[src/rtl/cs_req_pkg.sv]
package cs_req_pkg;

   typedef enum logic {
      TMR_IDLE  = 1'b0,
      TMR_ARMED = 1'b1
   } tmr_state_e;

   localparam int MIN_CHANNELS = 1;
   localparam int MIN_PERIOD_W = 1;

endpackage

[src/rtl/cs_req_sync.sv]
module cs_req_sync #(
   parameter int WIDTH  = 4,
   parameter int STAGES = 2
) (
   input  logic             clk,
   input  logic             rst,
   input  logic [WIDTH-1:0] d_async,
   output logic [WIDTH-1:0] q_sync
);

   if (WIDTH < 1) begin : g_bad_width
      $error("cs_req_sync: WIDTH must be at least 1");
   end
   if (STAGES < 0) begin : g_bad_stages
      $error("cs_req_sync: STAGES must not be negative");
   end

   if (STAGES == 0) begin : g_bypass
      assign q_sync = d_async;
   end else begin : g_chain
      logic [STAGES-1:0][WIDTH-1:0] stage_q;

      always_ff @(posedge clk) begin
         if (rst) begin
            stage_q <= '0;
         end else begin
            stage_q[0] <= d_async;
            for (int i = 1; i < STAGES; i++) begin
               stage_q[i] <= stage_q[i-1];
            end
         end
      end

      assign q_sync = stage_q[STAGES-1];
   end

endmodule

[src/rtl/cs_req_timer.sv]
module cs_req_timer
   import cs_req_pkg::*;
#(
   parameter int PERIOD_W = 16
) (
   input  logic                clk,
   input  logic                rst,
   input  logic                start,
   input  logic                stop,
   input  logic [PERIOD_W-1:0] period,
   output logic                fire
);

   localparam logic [PERIOD_W-1:0] CNT_ONE = PERIOD_W'(1);

   tmr_state_e          state_q;
   logic [PERIOD_W-1:0] cnt_q;
   logic [PERIOD_W-1:0] reload;

   // a zero interval is treated as the shortest one
   assign reload = (period == '0) ? CNT_ONE : period;
   assign fire   = (state_q == TMR_ARMED) && (cnt_q == CNT_ONE);

   always_ff @(posedge clk) begin
      if (rst || stop) begin
         state_q <= TMR_IDLE;
         cnt_q   <= '0;
      end else if (start) begin
         state_q <= TMR_ARMED;
         cnt_q   <= reload;
      end else if (state_q == TMR_ARMED) begin
         if (cnt_q == CNT_ONE) begin
            cnt_q <= reload;
         end else begin
            cnt_q <= cnt_q - CNT_ONE;
         end
      end
   end

   AST_ARMED_NONZERO: assert property (@(posedge clk) disable iff (rst)
      (state_q == TMR_ARMED) |-> (cnt_q != '0));

   AST_STOP_DISARMS: assert property (@(posedge clk) disable iff (rst)
      stop |=> (state_q == TMR_IDLE));

   AST_START_ARMS: assert property (@(posedge clk) disable iff (rst)
      (start && !stop) |=> (state_q == TMR_ARMED));

endmodule

[src/rtl/cs_req_channel.sv]
module cs_req_channel #(
   parameter int PERIOD_W = 16
) (
   input  logic                clk,
   input  logic                rst,
   input  logic                lvl,
   input  logic                en,
   input  logic [PERIOD_W-1:0] period,
   output logic                strobe
);

   logic prev_q;
   logic rise;
   logic halt;
   logic fire;

   assign rise = en && lvl && !prev_q;
   assign halt = !lvl || !en;

   cs_req_timer #(
      .PERIOD_W (PERIOD_W)
   ) u_timer (
      .clk    (clk),
      .rst    (rst),
      .start  (rise),
      .stop   (halt),
      .period (period),
      .fire   (fire)
   );

   always_ff @(posedge clk) begin
      if (rst) begin
         prev_q <= 1'b0;
         strobe <= 1'b0;
      end else begin
         prev_q <= lvl;
         // an edge and an expiry together still give a single strobe
         strobe <= !halt && (rise || fire);
      end
   end

   AST_RISE_STROBES: assert property (@(posedge clk) disable iff (rst)
      rise |=> strobe);

   AST_LOW_SILENT: assert property (@(posedge clk) disable iff (rst)
      !lvl |=> !strobe);

   AST_OFF_SILENT: assert property (@(posedge clk) disable iff (rst)
      !en |=> !strobe);

endmodule

[src/rtl/cs_req_seq.sv]
module cs_req_seq #(
   parameter int NUM_CH      = 4,
   parameter int PERIOD_W    = 16,
   parameter int SYNC_STAGES = 2
) (
   input  logic                         clk,
   input  logic                         rst,
   input  logic [NUM_CH-1:0]            req_in,
   input  logic [NUM_CH-1:0]            steal_en,
   input  logic [NUM_CH*PERIOD_W-1:0]   period,
   output logic [NUM_CH-1:0]            xfer_stb
);

   import cs_req_pkg::*;

   localparam int PERIOD_BUS_W = NUM_CH * PERIOD_W;

   if (NUM_CH < MIN_CHANNELS) begin : g_bad_ch
      $error("cs_req_seq: NUM_CH must be at least 1");
   end
   if (PERIOD_W < MIN_PERIOD_W) begin : g_bad_pw
      $error("cs_req_seq: PERIOD_W must be at least 1");
   end
   if (PERIOD_BUS_W != $bits(period)) begin : g_bad_bus
      $error("cs_req_seq: period bus width mismatch");
   end

   logic [NUM_CH-1:0] req_lvl;

   cs_req_sync #(
      .WIDTH  (NUM_CH),
      .STAGES (SYNC_STAGES)
   ) u_sync (
      .clk     (clk),
      .rst     (rst),
      .d_async (req_in),
      .q_sync  (req_lvl)
   );

   for (genvar c = 0; c < NUM_CH; c++) begin : g_ch
      cs_req_channel #(
         .PERIOD_W (PERIOD_W)
      ) u_chan (
         .clk    (clk),
         .rst    (rst),
         .lvl    (req_lvl[c]),
         .en     (steal_en[c]),
         .period (period[c*PERIOD_W +: PERIOD_W]),
         .strobe (xfer_stb[c])
      );
   end

   AST_RESET_QUIET: assert property (@(posedge clk)
      rst |=> (xfer_stb == '0));

endmodule

[config.mk]
export PLATFORM = sky130hd
export DESIGN_NAME = cs_req_seq
export DESIGN_NICKNAME = d
export VERILOG_FILES = /design/src/rtl/cs_req_pkg.sv /design/src/rtl/cs_req_sync.sv /design/src/rtl/cs_req_timer.sv /design/src/rtl/cs_req_channel.sv /design/src/rtl/cs_req_seq.sv
export SDC_FILE = /design/constraint.sdc
export NUM_CORES = 1
export LEC_CHECK = 0
export ABC_AREA = 1
export BUFFER_PORTS_ARGS = -buffer_cell sky130_fd_sc_hd__buf_2
export CORE_ASPECT_RATIO = 1.1
export CORE_UTILIZATION = 32
export DETAILED_ROUTE_END_ITERATION = 16
export RECOVER_POWER = 50
export SLEW_MARGIN = 25
export SYNTH_ARGS = -nofsm -noshare
export SYNTH_HDL_FRONTEND = slang
export SYNTH_SLANG_ARGS = --single-unit
[constraint.sdc]
create_clock -name clk -period 1.85 [get_ports clk]
set_input_delay 0 -clock clk [delete_from_list [all_inputs] [get_ports clk]]
set_output_delay 0 -clock clk [all_outputs]
set_load 0.02 [all_outputs]
After elaboration in Yosys (flattened, before gate mapping)
Cells that the tools add are included.
{"block": "word_totals", "mem_bits_ro": 0, "latch_bits": 0, "word_cells": 94, "regBits": 84, "n_memories": 0, "mem_bits_rw": 0}
{"block": "op_classes", "muxes": 16, "n_shift": 0, "add_sub_neg": 4, "bitwise_logic": 0, "multipliers": 0, "eq_ne": 4, "div": 0, "order_cmp": 0, "reduce_logical": 52}
{"op": "$mux 16", "count": 16}
{"op": "$eq 16x1->1 const B", "count": 4}
{"op": "$logic_not 16->1", "count": 4}
{"op": "$sub 16x1->16 const B", "count": 4}
{"op": "$logic_and 1x1->1", "count": 16}
{"op": "$logic_not 1->1", "count": 16}
{"op": "$logic_or 1x1->1", "count": 12}
{"op": "$reduce_bool 2->1", "count": 4}

Longest topological paths before layout
{"block": "logic_depth", "word_depth": 5, "depth_mapped": 14, "depth_no_buf": 13}

Hierarchy
A second synthesis with hierarchy kept.
{"block": "hier_totals", "hier_cells": 1029, "hier_area_um2": 6802.8}
{"module": "cs_req_timer", "cells_each": 240, "instances": 4, "seq_area_each_um2": 340.3, "area_each_um2": 1555.2}
{"module": "cs_req_channel", "cells_each": 10, "instances": 4, "seq_area_each_um2": 40.0, "area_each_um2": 80.1}
{"module": "cs_req_sync", "cells_each": 29, "instances": 1, "seq_area_each_um2": 160.2, "area_each_um2": 261.5}

Least setup slack after synthesis
Ideal clock, no wire load.
{"block": "synth_timing", "kind": "register to register", "from": "reg g_ch[0].u_chan.u_timer.cnt_q[1]", "to": "reg g_ch[0].u_chan.u_timer.cnt_q[10]", "required_time_ns": 1.734, "n_path_buf": 1, "setup_time_ns": 0.116, "arrival_ns": 1.261, "path_slack_ns": 0.473, "path_stages_with_launch": 14, "cell_sequence": "dfxtp_1 inv_1 ha_1 inv_1 nor2_1 nand2_1 nor2_1 nand2_1 nand2_4 inv_4 buf_6 nand2_1 o21ai_1 nand2_1"}
{"block": "synth_via", "elab_chain_len": 4}
{"item": "from (decl)", "line": "cs_req_timer.sv:17", "rtl": "logic [PERIOD_W-1:0] cnt_q;"}
{"item": "from (signal assigned)", "line": "cs_req_timer.sv:30", "rtl": "cnt_q <= reload;"}
{"item": "from (signal assigned)", "line": "cs_req_timer.sv:33", "rtl": "cnt_q <= reload;"}
{"item": "from (signal assigned)", "line": "cs_req_timer.sv:35", "rtl": "cnt_q <= cnt_q - CNT_ONE;"}
{"item": "$sub 16x1->16 or $eq 16x1->1 (tied branches)", "line": "cs_req_timer.sv:35, cs_req_timer.sv:32"}
{"item": "$mux 16 (*)", "line": "cs_req_timer.sv:32", "rtl": "if (cnt_q == CNT_ONE) begin"}
{"item": "$mux 16 (*)", "line": "cs_req_timer.sv:31", "rtl": "end else if (state_q == TMR_ARMED) begin"}
{"item": "$mux 16 (*)", "line": "cs_req_timer.sv:28", "rtl": "end else if (start) begin"}
Every way passes the cells marked *; elsewhere a longest branch is shown, timed or not. The select of a mux whose other input is x is not followed.
A chain may end at the register's enable or synchronous reset.

Final worst setup path
{"block": "layout_timing", "from": "reg u_sync.g_chain.stage_q (netlist bit u_sync.q_sync[1])", "to": "reg g_ch[1].u_chan.u_timer.cnt_q[2]"}
{"block": "layout_via", "elab_chain_len": 3}
{"item": "from (decl)", "line": "cs_req_sync.sv:21", "rtl": "logic [STAGES-1:0][WIDTH-1:0] stage_q;"}
{"item": "from (signal, indexed assignment)", "line": "cs_req_sync.sv:29", "rtl": "stage_q[i] <= stage_q[i-1];"}
{"item": "$logic_and 1x1->1 or $logic_not 1->1 (tied branches)", "line": "cs_req_channel.sv:17, cs_req_channel.sv:18"}
{"item": "$logic_and 1x1->1 or $logic_or 1x1->1 (tied branches)", "line": "cs_req_channel.sv:17, cs_req_channel.sv:18"}
{"item": "$mux 16 (tied with other cells)", "line": "cs_req_timer.sv:28"}
{"item": "to (signal assigned)", "line": "cs_req_timer.sv:30"}
{"item": "to (signal assigned)", "line": "cs_req_timer.sv:33"}
{"item": "to (signal assigned)", "line": "cs_req_timer.sv:35"}
{"item": "to (decl)", "line": "cs_req_timer.sv:17"}
Several ways; a longest one is shown, not always the timed one.

==> impl_metrics.toml <==
[timing]
fmax_mhz = 611
setup_viol = 0
rsz0062_at_grt = "false"
fin_crit_sh = 0.885
fin_crit_ns = 1.64
slew_headroom = 0.669
fin_hold_ws_ns = 0.00539
drv_slew = 0
hold_viol = 0
fin_setup_tns_ns = 0
fin_skew_ns = 0.00487
worst_pin_slew_ns = 0.495

[flow_run]
maxCapViolations = 0

[die]
num_io_pins = 78
design.core.area_sq_mm = 0.0165
fp.dieH_um = 139
initial_core_util = 0.331
die_area_sq_mm = 0.0176
die_w_um = 126
rows = 49

[placed_design]
port_buffers = 77
dpl.hpwl_mm = 10.6
gp_congestion = 0.862

[clock_network]
numClockSinks = 84
clock_latency_ns = 0.34
cts_tree = "built"
cts.htree.levels = 3
cts_buffers = 9
cts_root_buf = "clkbuf_16"
postCtsSetupRepairBufs = 0
clk_path_buf_depth = 2
path_clk_slew_ns = 0.06

[synthesis]
yosysMostFrequentCell = "nand2_1"
ys_seq_elements = 84
ys.flop_type = "dfxtp_1"
syn_nets = 1003
yosysTopAreaCell = "dfxtp_1"
synth_top_family_by_area = "simple AND/OR/NAND/NOR gates"
synthAdderAreaFrac = 0.0184
synth.area.top_cells = "dfxtp_1, nand2_1, nor2_1"
synth.area.mux_share = 0
yosysTopAreaCellShare = 0.308
synth_xor_area_frac = 0.0337
synth-warning-count = 0
synth-simple-area-share = 0.486
synth_cells = 921
synth-edff-count = 0
synth-compound-area-share = 0.0537
async_reset_ff_frac = 0
netlist_top_cells_count = "nand2_1, nor2_1, inv_1"
synth_cell_type_count = 31
seq_area_frac_synth = 0.308
synth.cell_area_sq_mm = 0.00545
syn_area_per_cell_sq_um = 5.92

[worst_setup_path]
end_kind = "flip-flop"
critPathLaunchType = "flip-flop"
setup.worst_path.class = "reg2reg"
arrival_ns = 1.91
crit_fanout = 14
required_ns = 2.12
cp_cell_sequence = "nand2_1 -> nor2_1 -> nor2_1 -> inv_1 -> nand2_2 -> inv_1 -> nand3_1 -> o211ai_1"
critical-path-slowest-cell = "inv_1"
max_stage_delay_ns = 0.38

[global_routing]
grt_start_max_net_pins = 24
grt_pass1_vias = 5545
grt_pass1_wl_mm = 24.8
grt_usage = 0.174
grt_overflow = 0
antenna_found_initial = 0

[pwr]
irDropWorstVdd_uv = 407
power_leakage_uw = 0.00360
power.density_mw_per_mm2 = 631

[finish]
final_net_count = 1139
drive_gt1_frac = 0.117
nFillCells = 1788
area_growth_pct = 26.8
diodes = 0

[route]
drc = 0
routed_wl_mm = 14.5
wl_per_cell_um = 11.5
drt-initial-drc-count = 307
vias = 5769
first_pass_iters = 4
via_per_inst = 4.56
drtAntennaViolNets = 0

[hold_path]
min_path_type = "in2reg"

[outcome]
status = "complete, no violations"
kinds of logic (layout without fill, tap and decap cells):
group | Yosys count | after routing
XOR/XNOR | 21 | 21
buffers and inverters | 123 | 264
adder cells (fa/ha/maj) | 8 | 8
AND/OR/NAND/NOR | 629 | 629
AO/OA/AOI/OAI | 56 | 56
flip-flops | 84 | 84
power by group:
part           leakage, uW  switching, uW  internal, uW  total, uW
Combinational      0.00275            190           198        388
Clock             0.000173            758          1390       2150
Sequential        0.000678           6.43          1820       1830
final cells by class:
class,count,area [sq um],area share
Inverter,101,382,0.0552
Tap cell,204,255,0.0369
Timing Repair Buffer,147,1030,0.148
Sequential cell,84,1680,0.243
Clock inverter,4,95.1,0.0138
Clock buffer,12,256,0.0371
Multi-Input combinational cell,714,3220,0.466
critical path, delay by kind of cell (launching register included):
kind | cells | cell delay, ns
AOI/OAI and AO/OA | 1 | 0.10
DFF | 1 | 0.34
buffers and inverters | 2 | 0.49
and+or+nand+nor | 5 | 0.62
metrics by stage:
step	utilization	total power (uW)	cells	setup WS, ns	area (sq um)
global route	0.419	4560	1266	0.00419	6920
detailed placement	0.365	2170	1192	0.247	6020
CTS	0.422	4430	1266	0.241	6950
floorplan	-	2030	921	0.473	5450
finish	0.419	4370	1266	0.212	6920
global placement	0.365	2170	1192	0.291	6020
metal layers:
layer | vias to the layer above | global-route usage | routed length (um)
li1 | 3127 | - | -
met1 | 2534 | 0.218 | 6950
met2 | 84 | 0.297 | 6860
met3 | 24 | 0.0231 | 360
met4 | 0 | 0.0761 | 332
met5 | - | 0 | 0
final timing paths:
check	from	end	slack (ns)	cells after the start
setup reg to reg	u_sync.q_sync[1]$_SDFF_PP0_	g_ch[1].u_chan.u_timer.cnt_q[2]$_SDFFE_PP0P_	0.21	8
setup / recovery	u_sync.q_sync[1]$_SDFF_PP0_	g_ch[1].u_chan.u_timer.cnt_q[2]$_SDFFE_PP0P_	0.21	8
hold / removal	period[20]	g_ch[1].u_chan.u_timer.cnt_q[4]$_SDFFE_PP0P_	0.005	5
hold reg to reg	u_sync.g_chain.stage_q[1]$_SDFF_PP0_	u_sync.q_sync[1]$_SDFF_PP0_	0.41	2
registers in the layout, indices dropped and copies added, names as in the netlist:
name	cells
g_ch.u_chan.u_timer.cnt_q	64
u_sync.q_sync	4
g_ch.u_chan.prev_q	4
u_sync.g_chain.stage_q	4
g_ch.u_chan.u_timer.state_q	4
g_ch.u_chan.strobe	4
placed cells by master, fill, tap and decap left out:
cell	Yosys	final
nand3_2	2	2
nor2_1	159	159
o21bai_1	1	1
o21ai_0	27	27
nand3b_1	7	7
ha_1	8	8
dlygate4sd3_1	0	58
a31oi_1	1	1
nor3_1	4	4
nand2_1	332	332
buf_2	6	73
nand2_2	3	4
nand3_1	92	92
inv_4	1	1
clkbuf_2	0	1
xnor2_1	5	5
clkbuf_8	0	2
clkbuf_4	0	1
nand4_1	8	8
xor2_1	16	16
o211ai_1	2	2
a21oi_1	18	19
nor2_8	1	1
nor2_2	13	13
clkbuf_16	0	9
dfxtp_1	84	84
or2_2	1	1
buf_4	11	4
nand2_4	4	3
inv_2	3	2
bufinv_16	0	3
o21ai_1	6	6
inv_1	97	98
clkinv_2	0	1
clkbuf_1	0	11
nor2_4	3	3
timing repair:
action,4_1_cts,5_1_grt
hold buffers,58,0
gates resized for setup,0,0
endpoints found under the hold margin,57,0
setup endpoints to repair,0,0
Note: power is estimated with default switching activity, not from simulation.
